File: src/rtl/ics_pkg.sv
package ics_pkg;
  typedef enum logic [1:0] {
    CLS_REG   = 2'd0,
    CLS_MEM   = 2'd1,
    CLS_IMM   = 2'd2,
    CLS_ADD16 = 2'd3
  } iclass_e;

  typedef enum logic [1:0] {
    MC_NONE  = 2'd0,
    MC_FETCH = 2'd1,
    MC_READ  = 2'd2,
    MC_IDLE  = 2'd3
  } mcyc_e;
endpackage

File: src/rtl/ics_tstate_ctr.sv
module ics_tstate_ctr #(
  parameter int TW = 3
) (
  input  logic          clk,
  input  logic          rst_n,
  input  logic          active,
  input  logic          restart,
  input  logic [TW-1:0] len,
  output logic [TW-1:0] t_q,
  output logic          last_t
);
  logic [TW-1:0] t_nxt;
  logic          t_en;

  assign last_t = active && (t_q == len);

  always_comb begin
    t_nxt = t_q;
    if (restart)     t_nxt = TW'(1);
    else if (last_t) t_nxt = '0;
    else if (active) t_nxt = t_q + TW'(1);
  end

  assign t_en = restart | active;

  always_ff @(posedge clk or negedge rst_n) begin
    if (!rst_n)    t_q <= '0;
    else if (t_en) t_q <= t_nxt;
  end
endmodule

File: src/rtl/ics_mcyc_ctrl.sv
module ics_mcyc_ctrl
  import ics_pkg::*;
#(
  parameter int IDLE_CYC = 2,
  parameter int CW       = 2
) (
  input  logic    clk,
  input  logic    rst_n,
  input  logic    start,
  input  iclass_e cls_in,
  input  logic    last_t,
  output mcyc_e   mc_q,
  output iclass_e cls_q,
  output logic    busy,
  output logic    restart,
  output logic    done
);
  mcyc_e         mc_nxt;
  iclass_e       cls_nxt;
  logic [CW-1:0] idle_q, idle_nxt;
  logic          ld_en;

  assign busy  = (mc_q != MC_NONE);
  assign ld_en = (!busy && start) || last_t;

  always_comb begin
    mc_nxt   = mc_q;
    cls_nxt  = cls_q;
    idle_nxt = idle_q;
    restart  = 1'b0;
    done     = 1'b0;
    if (!busy) begin
      if (start) begin
        mc_nxt   = MC_FETCH;
        cls_nxt  = cls_in;
        idle_nxt = CW'(IDLE_CYC);
        restart  = 1'b1;
      end
    end else if (last_t) begin
      unique case (mc_q)
        MC_FETCH: begin
          unique case (cls_q)
            CLS_REG:   mc_nxt = MC_NONE;
            CLS_ADD16: mc_nxt = MC_IDLE;
            default:   mc_nxt = MC_READ;
          endcase
        end
        MC_READ: mc_nxt = MC_NONE;
        MC_IDLE: begin
          idle_nxt = idle_q - CW'(1);
          mc_nxt   = (idle_q == CW'(1)) ? MC_NONE : MC_IDLE;
        end
        default: mc_nxt = MC_NONE;
      endcase
      restart = (mc_nxt != MC_NONE);
      done    = (mc_nxt == MC_NONE);
    end
  end

  always_ff @(posedge clk or negedge rst_n) begin
    if (!rst_n) begin
      mc_q   <= MC_NONE;
      cls_q  <= CLS_REG;
      idle_q <= '0;
    end else if (ld_en) begin
      mc_q   <= mc_nxt;
      cls_q  <= cls_nxt;
      idle_q <= idle_nxt;
    end
  end
endmodule

File: src/rtl/ics_strobe_dec.sv
module ics_strobe_dec
  import ics_pkg::*;
#(
  parameter int TW = 3
) (
  input  mcyc_e         mc,
  input  iclass_e       cls,
  input  logic [TW-1:0] t,
  output logic          ale,
  output logic          rd_stb,
  output logic          pc_inc,
  output logic          addr_hl
);
  logic bus_cyc;

  always_comb begin
    bus_cyc = (mc == MC_FETCH) || (mc == MC_READ);
    ale     = bus_cyc && (t == TW'(1));
    rd_stb  = bus_cyc && ((t == TW'(2)) || (t == TW'(3)));
    pc_inc  = (t == TW'(2)) &&
              ((mc == MC_FETCH) || ((mc == MC_READ) && (cls == CLS_IMM)));
    addr_hl = (mc == MC_READ) && (cls == CLS_MEM);
  end
endmodule

File: src/rtl/instr_cycle_seq.sv
module instr_cycle_seq
  import ics_pkg::*;
#(
  parameter int FETCH_T  = 4,
  parameter int ACCESS_T = 3,
  parameter int IDLE_CYC = 2,
  localparam int TW = $clog2(FETCH_T + 1),
  localparam int CW = $clog2(IDLE_CYC + 1)
) (
  input  logic          clk,
  input  logic          rst_n,
  input  logic          start,
  input  logic [1:0]    iclass,
  output logic [1:0]    mcycle,
  output logic [TW-1:0] tstate,
  output logic          ale,
  output logic          rd_stb,
  output logic          pc_inc,
  output logic          addr_hl,
  output logic          busy,
  output logic          done
);
  mcyc_e         mc_q;
  iclass_e       cls_q;
  logic          restart, last_t;
  logic [TW-1:0] t_q, cyc_len;

  assign cyc_len = (mc_q == MC_FETCH) ? TW'(FETCH_T) : TW'(ACCESS_T);

  ics_mcyc_ctrl #(.IDLE_CYC(IDLE_CYC), .CW(CW)) u_ctrl (
    .clk     (clk),
    .rst_n   (rst_n),
    .start   (start),
    .cls_in  (iclass_e'(iclass)),
    .last_t  (last_t),
    .mc_q    (mc_q),
    .cls_q   (cls_q),
    .busy    (busy),
    .restart (restart),
    .done    (done)
  );

  ics_tstate_ctr #(.TW(TW)) u_tctr (
    .clk     (clk),
    .rst_n   (rst_n),
    .active  (busy),
    .restart (restart),
    .len     (cyc_len),
    .t_q     (t_q),
    .last_t  (last_t)
  );

  ics_strobe_dec #(.TW(TW)) u_dec (
    .mc      (mc_q),
    .cls     (cls_q),
    .t       (t_q),
    .ale     (ale),
    .rd_stb  (rd_stb),
    .pc_inc  (pc_inc),
    .addr_hl (addr_hl)
  );

  assign mcycle = mc_q;
  assign tstate = t_q;
endmodule

File: config.mk
export PLATFORM = sky130hd
export DESIGN_NAME = instr_cycle_seq
export DESIGN_NICKNAME = d
export VERILOG_FILES = /design/src/rtl/ics_pkg.sv /design/src/rtl/ics_tstate_ctr.sv /design/src/rtl/ics_mcyc_ctrl.sv /design/src/rtl/ics_strobe_dec.sv /design/src/rtl/instr_cycle_seq.sv
export SDC_FILE = /design/constraint.sdc
export NUM_CORES = 1
export LEC_CHECK = 0
export ABC_AREA = 1
export BUFFER_PORTS_ARGS = -buffer_cell sky130_fd_sc_hd__buf_2
export CAP_MARGIN = 20
export CORE_MARGIN = 3
export CORE_UTILIZATION = 45
export DETAILED_ROUTE_END_ITERATION = 16
export PLACE_DENSITY = 0.69
export SYNTH_ARGS = -nofsm -noshare
export SYNTH_HDL_FRONTEND = slang
export SYNTH_SLANG_ARGS = --single-unit
File: constraint.sdc
create_clock -name clk -period 1.4 [get_ports clk]
set_clock_uncertainty 0.1 [all_clocks]
set_input_delay 0.07 -clock clk [delete_from_list [all_inputs] [get_ports clk]]
set_output_delay 0.07 -clock clk [all_outputs]
set_load 0.05 [all_outputs]
==> flow_summary.yaml, run 1 <==
finish:
  filler_cell_count: 75
  stdcell_area_um2: 1150
  final_net_count: 135
  finalCoreUtilization: 0.866
  antenna-diode-count: 0
  final_cell_count_no_fill: 135
  areaGrowthSynthToFinish_pct: 77.2
  drive_gt1_frac: 0.625
yosys:
  parity_gate_share_of_the_synthesized_area_counting_xor_and_xnor_cells: 0.0134
  syn-num-nets: 98
  synthDistinctLibCells: 19
  synthMuxAreaShare: 0.0173
  synth-async-reset-ratio: 1.00
  synth.area.top_cells: "dfrtp_1 (35%), ha_1 (17%), nand2_1 (10%)"
  synth-edff-count: 0
  synth-compound-area-share: 0.0365
  synth.yosys.seq_area_share: 0.345
  synth_fa_ha_area_frac: 0.173
  synth_seq_cells: 9
  yosysTopAreaCellShare: 0.345
  synth-warning-count: 0
  synth.cell_area_um2: 652
  synth_top_area_cell: "dfrtp_1"
  synth_cells: 84
  yosys_most_used_dff: "dfrtp_1"
  synthesized_area_per_cell_um2: 7.76
  synthSimpleGateAreaFrac: 0.363
  synth_top_family_by_area: "simple AND/OR/NAND/NOR gates"
placed_design:
  gp_congestion: 0.754
  dpl_cell_area_um2: 890
  dp.final_hpwl_um: 1290
  post-place-cells: 124
  placement.io_buffers: 15
sta:
  final_min_period_over_clock_period: 1.23
  tightest_slew_ns: 0.255
  finalHoldViolations: 0
  final.setup.tns_ns: -2.83
  finalWorstPathRequiredPeriod_ns: 1.73
  setup_viols_final: 15
  slew_viol_final: 0
  max_clock_freq_mhz: 579
  slew-limit-headroom: 0.831
  rsz_0062_raised_after_global_routing: "true"
  postLayoutSetupSlackWorst_ns: -0.328
global_routing:
  wire_length_of_the_first_global_routing_pass_um: 3220
  grt_pass1_vias: 702
  grt_max_degree: 10
  overall_global_routing_resource_usage: 0.228
  global_route.overflow_total: 0
  antenna_found_initial: 0
routing:
  finalWirelength_um: 1930
  drt_iter0_markers: 19
  avgViaCountPerCell: 4.93
  drt-met1-wl_um: 843
  remaining_drc_errors: 0
  antenna_left: 0
  vias: 666
  route.met3.wl_um: 55
  drt_pre_antenna_iters: 4
  met2RoutedLength_um: 1030
  wire_length_per_cell_um: 14.3
  routed.top_layer: "met3"
floorplanning:
  core_area_um2: 1330
  dieHeight_um: 44.1
  core.rowCount: 13
  pin_count: 16
  die-area_um2: 1940
  die-width_um: 44.1
  start_util: 0.489
critical_path:
  element_type_at_the_critical_path_start: "register"
  reg2reg_to: "u_ctrl.idle_q[1]$_DFFE_PN0P_"
  crit_path_max_fo: 5
  reg2reg_slack_ns: -0.26
  worst_ep_arrival_time_ns: 1.56
  worstPathRequired_ns: 1.23
  r2r_cells: 7
  timing.rr.start: "u_ctrl.mc_q[0]$_DFFE_PN0P_"
  crit_type: "register to output port"
  worstSetupEndpointType: "output port"
clock_tree:
  tritoncts: "yes"
  clkSlewWorstSetupHoldPaths_ns: 0.07
  cts_num_sinks: 9
  cts_made_buffers: 3
  cts.htree.levels: 1
  clockBufferDepth: 2
  cts_root_buffer: "clkbuf_4"
  clock_latency_ns: 0.26
outcome:
  failed_checks: "setup timing"
  result_of_the_run: "finished, violations left"
min_path:
  timing.hold.worst.class: "input pin to asynchronous set/reset pin"
job:
  max_cap_viol_count: 0
==> layout by cell type, fill, tap and decap left out, drive strengths merged <==
cell type    Yosys  final
a21oi            1      1
a31o             1      1
buf              0     29
clkbuf           0      3
clkinv           0      1
dfrtp            9      9
dlygate4sd3      0      3
ha               9      9
inv              9      9
mux2             1      1
nand2           23     23
nand3            5      5
nor2            19     19
nor3             3      3
o21ai            2      2
or2              1      1
xor2             1      1
==> final cells by class <==
type	instances	area, µm²	share of cell area
Timing Repair Buffer	32	268	0.232
Tap cell	15	18.8	0.0163
Clock inverter	1	5.00	0.00433
Sequential cell	9	229	0.198
Multi-Input combinational cell	66	568	0.492
Clock buffer	3	22.5	0.0195
Inverter	9	43.8	0.0379
==> stage by stage <==
step / hold slack (ns) / setup slack [ns]
after CTS: 0.0150 / -0.320
after global placement: -0.159 / -0.151
final: 0.102 / -0.328
after global routing: 0.0953 / -0.395
after detailed placement: -0.158 / -0.195
after floorplan: -0.326 / -0.374
==> Yosys cell counts, types with 2 or more instances <==
| cell type | number |
|---|---|
| dfrtp_1 | 9 |
| ha_1 | 9 |
| inv_1 | 8 |
| nand2_1 | 18 |
| nand2_2 | 3 |
| nand2_4 | 2 |
| nand3_1 | 5 |
| nor2_1 | 17 |
| nor3_1 | 3 |
==> layer usage <==
metal,global-route usage,vias to the layer above
met5,0,-
met3,0.0366,0
met2,0.392,13
met4,0.102,0
li1,-,336
met1,0.279,317
==> sequential cells by signal, summed over array words and instances, names as in the netlist <==
register / cells
u_ctrl.mc_q: 2
u_tctr.t_q: 3
u_ctrl.cls_q: 2
u_ctrl.idle_q: 2
==> cell families (layout without fill, tap and decap cells) <==
family                   after synthesis  in the layout
multiplexers                           1              1
flip-flops                             9              9
buffers and inverters                  9             45
AO/OA/AOI/OAI                          4              4
AND/OR/NAND/NOR                       51             51
XOR/XNOR                               1              1
adder cells (fa/ha/maj)                9              9
==> how the worst max path moves through the flow <==
| stage | start | end |
|---|---|---|
| 4_1_cts | u_ctrl.mc_q[0]$_DFFE_PN0P_ | done |
| 6_report | u_ctrl.mc_q[0]$_DFFE_PN0P_ | done |
| 3_5_place_dp | u_ctrl.mc_q[1]$_DFFE_PN0P_ | u_tctr.t_q[1]$_DFFE_PN0P_ |
| 2_1_floorplan | u_ctrl.mc_q[1]$_DFFE_PN0P_ | u_tctr.t_q[0]$_DFFE_PN0P_ |
| 3_3_place_gp | u_ctrl.mc_q[1]$_DFFE_PN0P_ | done |
| 5_1_grt | u_ctrl.mc_q[1]$_DFFE_PN0P_ | done |
==> worst max-delay path, cell delays in order, from the launching register on <==
cell	delay, ns
dfrtp_2	0.47
inv_2	0.08
ha_4	0.19
inv_8	0.06
nand2_4	0.04
nor2_4	0.11
nand2_4	0.08
nor2_4	0.11
buf_8	0.15
==> what timing repair did <==
action | in CTS | in global routing
setup endpoints to repair | 14 | 15
buffers inserted | 4 | 0
hold buffers | 3 | 0
resized for setup | 29 | 14
endpoints found under the hold margin | 11 | 0
pin swaps | 7 | 5
Power of run 1 is not shown: default switching activity piles up to over one toggle a cycle in this logic, so the estimate is an artifact.
==> inputs of run 2 (changes only) <==
REMOVE_ABC_BUFFERS = 1   (was unset)
==> run 2 against run 1 <==
- the run still ends with setup timing left
- via count grew 23%
- utilization grew 6.4 points
- register-to-register slack lost 0.08 ns
- first-iteration DRC count grew 130%
- die area is the same
- fmax shrank 6.1%
- worst hold slack lost 0.0070 ns
- clock-buffer cell count grew 1
- cell count grew 7.4%
- flip-flop and latch count is the same
- worst setup slack lost 0.11 ns
==> flow_summary.yaml, run 2 (synthesis results as in run 1) <==
finish:
  filler_cell_count: 48
  sequential_cell_area_um2: 226
  regMostFlops: "u_tctr.t_q"
  antenna-diode-count: 0
  drive_gt1_frac: 0.623
  number_of_flip_flops_under_the_largest_register_name: 3
  final_net_count: 145
  multiInputGateArea_um2: 584
  layout.cells.most_common: "buf_4"
  top_library_cells_by_usage_in_the_layout_fill_and_taps_aside: "buf_4 (20), nand2_1 (13), nor2_1 (10), buf_2 (9)"
  areaGrowthSynthToFinish_pct: 90.2
routing:
  antenna_left: 0
  wire_length_per_cell_um: 20.2
  avgViaCountPerCell: 5.65
  remaining_drc_errors: 0
  drt_iter0_markers: 43
  finalWirelength_um: 2930
  drt_pre_antenna_iters: 4
  vias: 819
critical_path:
  element_type_at_the_critical_path_start: "register"
  reg2reg_slack_ns: -0.34
  crit_path_max_fo: 5
  timing.rr.start: "u_ctrl.mc_q[0]$_DFFE_PN0P_"
  worstPathRequired_ns: 1.23
  worstSetupEndpointType: "output port"
  crit_type: "register to output port"
  r2r_cells: 10
  reg2reg_to: "u_ctrl.idle_q[1]$_DFFE_PN0P_"
  worst_ep_arrival_time_ns: 1.67
sta:
  tightest_slew_ns: 0.261
  final_min_period_over_clock_period: 1.31
  setup_viols_final: 15
  finalWorstPathRequiredPeriod_ns: 1.84
  rsz_0062_raised_after_global_routing: "true"
  fin_worst_hold_slack_ns: 0.0949
  final.setup.tns_ns: -3.89
  slew-limit-headroom: 0.827
  postLayoutSetupSlackWorst_ns: -0.441
  finalHoldViolations: 0
  slew_viol_final: 0
  max_clock_freq_mhz: 543
clock_tree:
  cts_made_buffers: 3
  clock_latency_ns: 0.26
  tritoncts: "yes"
  cts_root_buffer: "clkbuf_4"
  clkSlewWorstSetupHoldPaths_ns: 0.06
  clockBufferDepth: 2
  cts_num_sinks: 9
  cts.htree.levels: 1
global_routing:
  global_route.overflow_total: 0
  wire_length_of_the_first_global_routing_pass_um: 3220
  grt_pass1_vias: 692
  overall_global_routing_resource_usage: 0.234
  antenna_found_initial: 0
  grt_max_degree: 10
outcome:
  result_of_the_run: "finished, violations left"
  failed_checks: "setup timing"
min_path:
  timing.hold.worst.class: "input pin to asynchronous set/reset pin"
floorplanning:
  dieHeight_um: 44.1
  pin_count: 16
  start_util: 0.489
  core_area_um2: 1330
  core.rowCount: 13
  die-width_um: 44.1
  die-area_um2: 1940
placed_design:
  dp.final_hpwl_um: 1330
  placement.io_buffers: 15
  gp_congestion: 0.814
job:
  max_cap_viol_count: 0
[run 2: cell types whose count changed in the layout (fill, tap and decap cells not counted), sizes merged]
cell	delta
buf	+10
clkbuf	+1
clkinv	-1
[run 2: timing repair]
action | in CTS | in global routing
resized for setup | 37 | 30
pin swaps | 9 | 11
hold buffers | 3 | 0
setup endpoints to repair | 15 | 15
setup buffers | 1 | 8
hold endpoints to repair | 11 | 0
[run 2: final cells by class]
| type | instances | area share |
|---|---|---|
| well taps | 15 | 0.0151 |
| clock buffers | 4 | 0.0212 |
| flip-flops and latches | 9 | 0.183 |
| multi-input cells | 66 | 0.471 |
| repair buffers | 42 | 0.279 |
| inverters | 9 | 0.0313 |
[run 2: how the worst max path moves through the flow]
stage,from,end,depth (start not counted),slack (ns)
4_1_cts,u_ctrl.mc_q[0]$_DFFE_PN0P_,done,7,-0.34
3_3_place_gp,u_ctrl.mc_q[1]$_DFFE_PN0P_,u_tctr.t_q[1]$_DFFE_PN0P_,9,-0.17
5_1_grt,u_ctrl.mc_q[1]$_DFFE_PN0P_,done,8,-0.51
6_report,u_ctrl.mc_q[0]$_DFFE_PN0P_,done,8,-0.44
2_1_floorplan,u_ctrl.mc_q[1]$_DFFE_PN0P_,rd_stb,4,-1.02
3_5_place_dp,u_ctrl.mc_q[0]$_DFFE_PN0P_,done,8,-0.23
[run 2: stage by stage]
stage / setup WS (ns) / utilization / instance area [µm²] / cells
finish: -0.441 / 0.930 / 1240 / 145
CTS: -0.340 / 0.792 / 1060 / 138
global route: -0.508 / 0.930 / 1240 / 145
detailed placement: -0.233 / 0.649 / 866 / 130
floorplan: -1.02 / - / 652 / 84
global placement: -0.168 / 0.649 / 866 / 130
[run 2: worst max-delay path: stages, from the launching register on]
cell and delay [ns]:
dfrtp_2 0.48, buf_6 0.15, ha_4 0.15, inv_2 0.07
nor2_4 0.04, nor2_1 0.17, nor2_2 0.09, nor2_4 0.11
buf_8 0.15
[run 2: metal layers]
metal,wire [µm],part of all wire,track usage
met4,127,0.043,0.127
met2,1490,0.51,0.387
met3,147,0.050,0.0447
met1,1170,0.40,0.286
met5,0,0,0
Power of run 2 is left out for the same reason.
